--- config.mk ---
export PLATFORM = sky130hd
export DESIGN_NAME = adc_start_sel
export DESIGN_NICKNAME = d
export VERILOG_FILES = /design/src/rtl/adc_trg_pkg.sv /design/src/rtl/adc_trg_dp.sv /design/src/rtl/adc_trg_ctrl.sv /design/src/rtl/adc_start_sel.sv
export SDC_FILE = /design/constraint.sdc
export NUM_CORES = 1
export LEC_CHECK = 0
export BUFFER_PORTS_ARGS = -buffer_cell sky130_fd_sc_hd__buf_2
export CAP_MARGIN = 20
export CORE_ASPECT_RATIO = 1.2
export CORE_MARGIN = 2
export CORE_UTILIZATION = 45
export DETAILED_ROUTE_END_ITERATION = 12
export GPL_ROUTABILITY_DRIVEN = 0
export GPL_TIMING_DRIVEN = 0
export PLACE_DENSITY = 0.83
export SYNTH_ARGS = -nofsm -noshare
export SYNTH_HDL_FRONTEND = slang
export SYNTH_SLANG_ARGS = --single-unit
--- constraint.sdc ---
create_clock -name clk -period 5.7 [get_ports clk]
set_input_delay 0.855 -clock clk [delete_from_list [all_inputs] [get_ports clk]]
set_output_delay 0.855 -clock clk [all_outputs]
set_load 0.02 [all_outputs]
--- src/rtl/adc_trg_pkg.sv ---
package adc_trg_pkg;
  localparam int SEL_W = 6;
  localparam logic [15:0] REG_MASK = 16'h3F3F;
  localparam logic [SEL_W-1:0] SEL_NONE = '0;
  localparam logic [SEL_W-1:0] SEL_AUTO = '1;

  typedef enum logic [1:0] {
    MODE_SINGLE = 2'b00,
    MODE_CONT   = 2'b01,
    MODE_GROUP  = 2'b10,
    MODE_RSVD   = 2'b11
  } scanMode_e;

  // raw hits from datapath to control
  typedef struct packed {
    logic swHit;
    logic syncHitA;
    logic asyncEdge;
    logic syncHitB;
    logic selBNone;
    logic selBAuto;
  } trgHits_t;
endpackage

--- src/rtl/adc_trg_dp.sv ---
module adc_trg_dp
  import adc_trg_pkg::*;
#(
  parameter int NUM_SRC     = 64,
  parameter int SYNC_STAGES = 2
) (
  input  logic               clk,
  input  logic               rstN,
  input  logic               regWrEn,
  input  logic [15:0]        regWrData,
  output logic [15:0]        regRdData,
  input  logic               swStart,
  input  logic               asyncTrig,
  input  logic [NUM_SRC-1:0] syncSrc,
  output trgHits_t           hits
);
  localparam int PAD_N = 1 << SEL_W;

  logic [15:0]        selReg;
  logic [SEL_W-1:0]   selA;
  logic [SEL_W-1:0]   selB;
  logic [PAD_N-1:0]   srcPad;
  logic [SYNC_STAGES:0] syncChain;

  always_ff @(posedge clk) begin
    if (!rstN)        selReg <= '0;
    else if (regWrEn) selReg <= regWrData & REG_MASK;
  end

  assign regRdData = selReg;
  assign selA = selReg[13:8];
  assign selB = selReg[5:0];

  // indices past NUM_SRC read as never firing
  always_comb begin
    srcPad = '0;
    srcPad[NUM_SRC-1:0] = syncSrc;
  end

  always_ff @(posedge clk) begin
    if (!rstN) syncChain <= '0;
    else       syncChain <= {syncChain[SYNC_STAGES-1:0], asyncTrig};
  end

  always_comb begin
    hits.swHit     = swStart;
    hits.syncHitA  = srcPad[selA];
    hits.asyncEdge = syncChain[SYNC_STAGES-1] & ~syncChain[SYNC_STAGES];
    hits.syncHitB  = srcPad[selB];
    hits.selBNone  = (selB == SEL_NONE);
    hits.selBAuto  = (selB == SEL_AUTO);
  end
endmodule

--- src/rtl/adc_trg_ctrl.sv ---
module adc_trg_ctrl
  import adc_trg_pkg::*;
(
  input  logic      clk,
  input  logic      rstN,
  input  trgHits_t  hits,
  input  logic      trgEnable,
  input  logic      extSelect,
  input  scanMode_e mode,
  input  logic      scanBusy,
  output logic      startA,
  output logic      startB
);
  logic reqA;
  logic reqB;
  logic bAllowed;
  logic gateOpen;

  always_comb begin
    reqA = hits.swHit
         | (trgEnable & ~extSelect & hits.syncHitA)
         | (trgEnable &  extSelect & hits.asyncEdge);
    bAllowed = (mode == MODE_GROUP) & trgEnable & ~hits.selBNone;
    reqB = bAllowed & (hits.selBAuto | (~extSelect & hits.syncHitB));
    gateOpen = ~scanBusy & ~(startA | startB);
  end

  always_ff @(posedge clk) begin
    if (!rstN) begin
      startA <= 1'b0;
      startB <= 1'b0;
    end else begin
      startA <= reqA & gateOpen;
      startB <= reqB & gateOpen & ~reqA;
    end
  end
endmodule

--- src/rtl/adc_start_sel.sv ---
module adc_start_sel
  import adc_trg_pkg::*;
#(
  parameter int NUM_SRC     = 64,
  parameter int SYNC_STAGES = 2
) (
  input  logic               clk,
  input  logic               rstN,
  input  logic               regWrEn,
  input  logic [15:0]        regWrData,
  output logic [15:0]        regRdData,
  input  logic               trgEnable,
  input  logic               extSelect,
  input  logic [1:0]         scanMode,
  input  logic               swStart,
  input  logic               asyncTrig,
  input  logic [NUM_SRC-1:0] syncSrc,
  input  logic               scanBusy,
  output logic               startA,
  output logic               startB
);
  trgHits_t hits;

  adc_trg_dp #(.NUM_SRC(NUM_SRC), .SYNC_STAGES(SYNC_STAGES)) u_dp (
    .clk       (clk),
    .rstN      (rstN),
    .regWrEn   (regWrEn),
    .regWrData (regWrData),
    .regRdData (regRdData),
    .swStart   (swStart),
    .asyncTrig (asyncTrig),
    .syncSrc   (syncSrc),
    .hits      (hits)
  );

  adc_trg_ctrl u_ctrl (
    .clk       (clk),
    .rstN      (rstN),
    .hits      (hits),
    .trgEnable (trgEnable),
    .extSelect (extSelect),
    .mode      (scanMode_e'(scanMode)),
    .scanBusy  (scanBusy),
    .startA    (startA),
    .startB    (startB)
  );
endmodule

==> flow_summary.ini, run 1 <==
[clock_tree]
post_cts_resized = 0
htree_levels = 1
cts_tree = built
postCtsHoldBufs = 0
cts_buffers = 3
cts.clk_slew.worst_paths_ns = 0.07
cts-root-buf = clkbuf_8
clock_latency_ns = 0.26
clkSinkCount = 17
clockBufferDepth = 2
cts_setup_buffers = 0

[pwr]
p_int_w = 0.000259
netSwitchingPower_w = 0.000118
p_comb_share_pct = 40.5
peakVddDrop_uv = 81.5
pwr-share-seq_pct = 34.7
pwr_density_cell_nw_per_um2 = 155
p_leak_nw = 1.06
power_w = 0.000377
p_clk_share_pct = 24.8
p_sw_share_pct = 31.4

[worst_setup_path]
timing.rr.start = u_dp.regRdData[10]$_SDFFE_PN0P_
critPathMaxFanout = 2
worstSetupPathType = primary input to register
endpoint_kind = register
cp_data_required_time_ns = 5.86
arrival_ns = 2.44
critPathLaunchType = primary input
crit_path_start = syncSrc[10]

[logic_synthesis]
synth_xor_area_share_pct = 0
synth_cells = 154
synth_compound_area_share_pct = 4.98
synth_top_area_share_pct = 31.1
synth_area_um2 = 1810
synth-edff-count = 0
synth_area_leaders = mux4_2, dfxtp_1, mux2i_1
yosys_warnings = 0
ys_types = 33
ys_dominant_reg_cell = dfxtp_1
avgSynthCellArea_um2 = 11.7
synth_fa_ha_area_share_pct = 0
ys_ff_latch = 17
yosys.area.top_type = mux4_2
seq_area_frac_synth_pct = 18.8
synth_mux_area_share_pct = 55.2
ys_async_sr_fraction_pct = 0
synth-simple-area-share_pct = 14.6
synth_top_family_by_area = multiplexers

[global_route]
antenna_found_initial = 0
overflow = 0
grt_first_pass_wirelength_mm = 7.92
grtUsageTotal_pct = 23.7
grt_pass1_vias = 1770
grt_max_degree = 11

[place]
portBuffers = 99
dpl.hpwl_mm = 4.32
place_ws_ns = 3.14
placed_area_um2 = 2380

[layout]
multi_input_area_um2 = 1370
area_growth_pct = 34.3
seq_area_um2 = 340
drive_gt1_share_pct = 54.2
post-route-cell-area_um2 = 2430
fin_nets = 351
n_antenna_cell = 0
nFillCells = 343

[sta]
fin_crit_sh_pct = 40.0
fmax_mhz = 439
rsz0062_at_grt = no
hold-worst-slack_ns = 0.443
worst_pin_slew_ns = 0.744
final-setup-viol-count = 0
clock_skew_ns = 0.00108
hold_violations = 0
max_slew_margin_pct = 50.4
worst_slack_ns = 3.42
report.final.slew_viol_count = 0
tns_ns = 0
fin_crit_ns = 2.28

[die]
start_util_pct = 46.3
num_rows = 25
core_um2 = 3910
die_h_um = 73.5
io_pins = 108
fp.dieW_um = 61.9
die_area_um2 = 4550

[run_status]
status = complete, no violations

[run]
maxCapViolCount = 0

[drt]
ant_nets = 0
wl_per_cell_um = 16.3
routed_wl_mm = 5.12
via_per_inst = 5.70
dr.first_iter.drc_count = 73
drc_errors = 0
firstDrtPassIters = 4
num_vias = 1789

[hold_path]
hp-class = register to register
worstHoldStart = u_dp.syncChain[0]$_SDFF_PN0_
==> layout by cell type (no fill, tap or decap), types with 5 or more instances in the layout <==
cell type | Yosys | layout
buf_2 | 6 | 105
mux4_2 | 25 | 25
mux2i_1 | 24 | 24
dfxtp_1 | 17 | 17
nor2b_1 | 16 | 16
mux4_1 | 7 | 7
clkbuf_1 | 5 | 5
nand3_1 | 5 | 5
nor2_1 | 5 | 5
buf_4 | 5 | 5
==> routing by layer <==
layer,track usage (%),vias to the layer above,part of all wire [%]
met3,2.64,4,11
met2,40.5,104,52
met4,6.38,0,0.82
met5,0,-,0
met1,31.4,852,36
li1,-,829,-
==> registers in the layout, summed over array words and instances (netlist names) <==
name,cells
u_dp.syncChain,3
u_ctrl.startA,1
u_ctrl.startB,1
u_dp.regRdData,12
==> logic make-up (layout without fill, tap and decap cells) <==
kind of cell,after synthesis,count (layout)
muxes,57,57
and+or+nand+nor,46,46
buffers and inverters,21,124
DFF,17,17
AOI/OAI and AO/OA,12,12
other,1,4
==> final timing paths <==
kind	end	slack [ns]	cells past startpoint
hold / removal	u_dp.syncChain[1]$_SDFF_PN0_	0.44	1
setup / recovery	u_ctrl.startA$_SDFF_PN0_	3.42	7
hold reg to reg	u_dp.syncChain[1]$_SDFF_PN0_	0.44	1
setup reg to reg	u_ctrl.startA$_SDFF_PN0_	3.46	7
==> stage by stage <==
step                      std cells  util (%)
final                           314      62.1
after global routing            314      62.1
after CTS                       314      62.1
after detailed placement        310      61.0
after global placement          310      61.0
after floorplan                 157         -
==> power groups by stage <==
stage / sequential, W / combinational (W) / clock (W)
6_report: 0.000131 / 0.000153 / 0.0000934
5_1_grt: 0.000132 / 0.000166 / 0.000102
4_1_cts: 0.000131 / 0.000153 / 0.0000946
3_5_place_dp: 0.000134 / 0.000153 / 0
3_3_place_gp: 0.000133 / 0.000149 / 0
2_1_floorplan: 0.000139 / 0.0000903 / 0
==> cells in the mapped netlist, drive strengths merged (3+ instances only) <==
| cell type | n |
|---|---|
| mux4 | 32 |
| mux2i | 24 |
| dfxtp | 17 |
| nor2b | 16 |
| buf | 13 |
| clkbuf | 5 |
| nand3 | 5 |
| nor2 | 5 |
| and2 | 4 |
| nand2 | 4 |
| inv | 3 |
| nor3 | 3 |
==> critical path: stages <==
cell      delay [ns]
buf_2           0.10
mux4_1          0.50
mux4_2          0.47
nand2b_1        0.15
nand3_1         0.08
nand3_1         0.10
and2_1          0.17
==> final cells by class <==
type | count | share of cell area (%)
flip-flops and latches | 17 | 14.0
plain buffers | 18 | 4.17
multi-input cells | 119 | 56.3
clock inverters | 1 | 0.206
clock buffers | 3 | 1.70
well taps | 54 | 2.78
repair buffers | 99 | 20.4
inverters | 3 | 0.463
Power figures use the tool's default switching activity.
==> run 2: changes to the inputs <==
Settings changed: CORE_UTILIZATION 45 to 44, PLACE_DENSITY 0.83 to 0.81.
Clock period 5.7 ns to 2.3 ns, I/O delays scaled along.
==> run 2 against run 1 <==
Sequential power rose by 150%. Via count fell by 1.0%. Power increased by 140%. Critical endpoint unchanged. Largest cell class unchanged.
==> flow_summary.ini, run 2 (synthesis gave the netlist of run 1 again) <==
[clock_tree]
clock_latency_ns = 0.25
cts.clk_slew.worst_paths_ns = 0.07
clkSinkCount = 17
cts_tree = built
htree_levels = 1
cts_buffers = 3
clockBufferDepth = 2
cts-root-buf = clkbuf_8
cts_setup_buffers = 0

[sta]
max_slew_margin_pct = 47.7
worst_pin_slew_ns = 0.785
report.final.slew_viol_count = 0
tns_ns = 0
hold_violations = 0
fmax_mhz = 454
rsz0062_at_grt = no
fin_crit_sh_pct = 95.8
final-setup-viol-count = 0
fin_crit_ns = 2.20
clock_skew_ns = 0.00561

[layout]
fin_nets = 351
layout_commonest_cell = buf_2
area_growth_pct = 34.5
final_cell_mix = buf_2, mux4_2, mux2i_1, dfxtp_1, nor2b_1
n_antenna_cell = 0
drive_gt1_share_pct = 54.6
largest_reg_flops = 12

[worst_setup_path]
cp_data_required_time_ns = 2.45
worstSetupEndpoint = u_ctrl.startA$_SDFF_PN0_
cpMaxStageDelayCell = mux4_1
max_stage_delay_ns = 0.58
rr_worst_depth = 7
critPathMaxFanout = 10
timing.rr.start = u_dp.regRdData[9]$_SDFFE_PN0P_
crit_path_frequent_cell = nand3_1
endpoint_kind = register
critPathLaunchType = register
r2r_end = u_ctrl.startA$_SDFF_PN0_
crit_chain = buf_6 > mux4_1 > mux4_2 > nand2b_1 > nand3_1 > nand3_1 > and2_1
crit_path_start = u_dp.regRdData[9]$_SDFFE_PN0P_
r2r_setup_slack_ns = 0.1
arrival_ns = 2.35
worstSetupPathType = register to register

[global_route]
grt_pass1_vias = 1802
grt_first_pass_wirelength_mm = 8.19
grt_max_degree = 11
grtUsageTotal_pct = 22.1
overflow = 0
antenna_found_initial = 0

[drt]
drc_errors = 0
firstDrtPassIters = 4
num_vias = 1771
ant_nets = 0
wl_per_cell_um = 16.5
routed_wl_mm = 5.19
dr.first_iter.drc_count = 69
via_per_inst = 5.64

[place]
portBuffers = 99
dpl.hpwl_mm = 4.32

[die]
io_pins = 108
die_h_um = 74.2
fp.dieW_um = 62.5
die_area_um2 = 4640
num_rows = 25
start_util_pct = 45.9
core_um2 = 3940

[pwr]
pwr_density_cell_nw_per_um2 = 379
p_leak_nw = 1.06
power_w = 0.000922
p_comb_share_pct = 41.0
netSwitchingPower_w = 0.000277
p_int_w = 0.000644
peakVddDrop_uv = 247
p_clk_share_pct = 23.7
p_sw_share_pct = 30.1
pwr-share-seq_pct = 35.3

[run]
maxCapViolCount = 0

[hold_path]
hp-class = primary input to register
worstHoldStart = asyncTrig

[run_status]
status = complete, no violations
[run 2: changes by cell type in the layout (fill, tap and decap cells not counted), sizes merged]
cell	previous run	this run
buf	112	111
clkinv	1	0
clkbuf	8	10
[run 2: layout make-up]
cell class,instances,area (um^2)
Buffer,18,106
Clock buffer,4,45.0
Fill cell,379,1510
Inverter,3,11.3
Multi-Input combinational cell,119,1370
Sequential cell,17,340
Tap cell,54,67.6
Timing Repair Buffer,99,495
[run 2: how the worst min path moves through the flow]
| stage | depth (start not counted) | to |
|---|---|---|
| 3_3_place_gp | 1 | u_dp.syncChain[1]$_SDFF_PN0_ |
| 6_report | 2 | u_dp.syncChain[0]$_SDFF_PN0_ |
| 4_1_cts | 2 | u_dp.syncChain[0]$_SDFF_PN0_ |
| 3_5_place_dp | 1 | u_dp.syncChain[1]$_SDFF_PN0_ |
| 2_1_floorplan | 1 | u_dp.syncChain[1]$_SDFF_PN0_ |
| 5_1_grt | 2 | u_dp.syncChain[0]$_SDFF_PN0_ |
[run 2: metal layers]
metal / track usage, % / up-vias / share of wire [%]
met2: 40.5 / 84 / 52
met4: 8.64 / 0 / 1.4
met1: 26.8 / 854 / 39
met3: 3.18 / 6 / 7.8
met5: 0 / - / 0
li1: - / 827 / -
[run 2: timing repair]
action,in CTS,in global routing
endpoints found under the hold margin,0,0
setup endpoints to repair,0,2
hold buffers,0,0
gates resized for setup,0,5
[run 2: worst max-delay path, delay by kind of cell, from the launching register on]
kind,cells,cell delay (ns)
flip-flops,1,0.35
multiplexers,2,1.05
AND/OR/NAND/NOR,4,0.51
buffers and inverters,1,0.18
[run 2: per-stage QoR]
step / instance area [um^2] / hold WS, ns / instances / util (%) / setup slack, ns
after global placement: 2380 / 0.423 / 310 / 60.5 / 0.0705
after detailed placement: 2380 / 0.435 / 310 / 60.5 / 0.0283
after floorplan: 1820 / 0.412 / 157 / - / 0.133
final: 2430 / 0.314 / 314 / 61.7 / 0.0973
after global routing: 2430 / 0.318 / 314 / 61.7 / 0.00710
after CTS: 2430 / 0.315 / 314 / 61.6 / 0.0229
[run 2: power groups by stage]
stage	Combinational, W	Clock (W)	Sequential, W
floorplan	0.000224	0	0.000345
global placement	0.000370	0	0.000332
detailed placement	0.000377	0	0.000331
CTS	0.000378	0.000224	0.000325
global route	0.000409	0.000239	0.000327
finish	0.000378	0.000218	0.000326
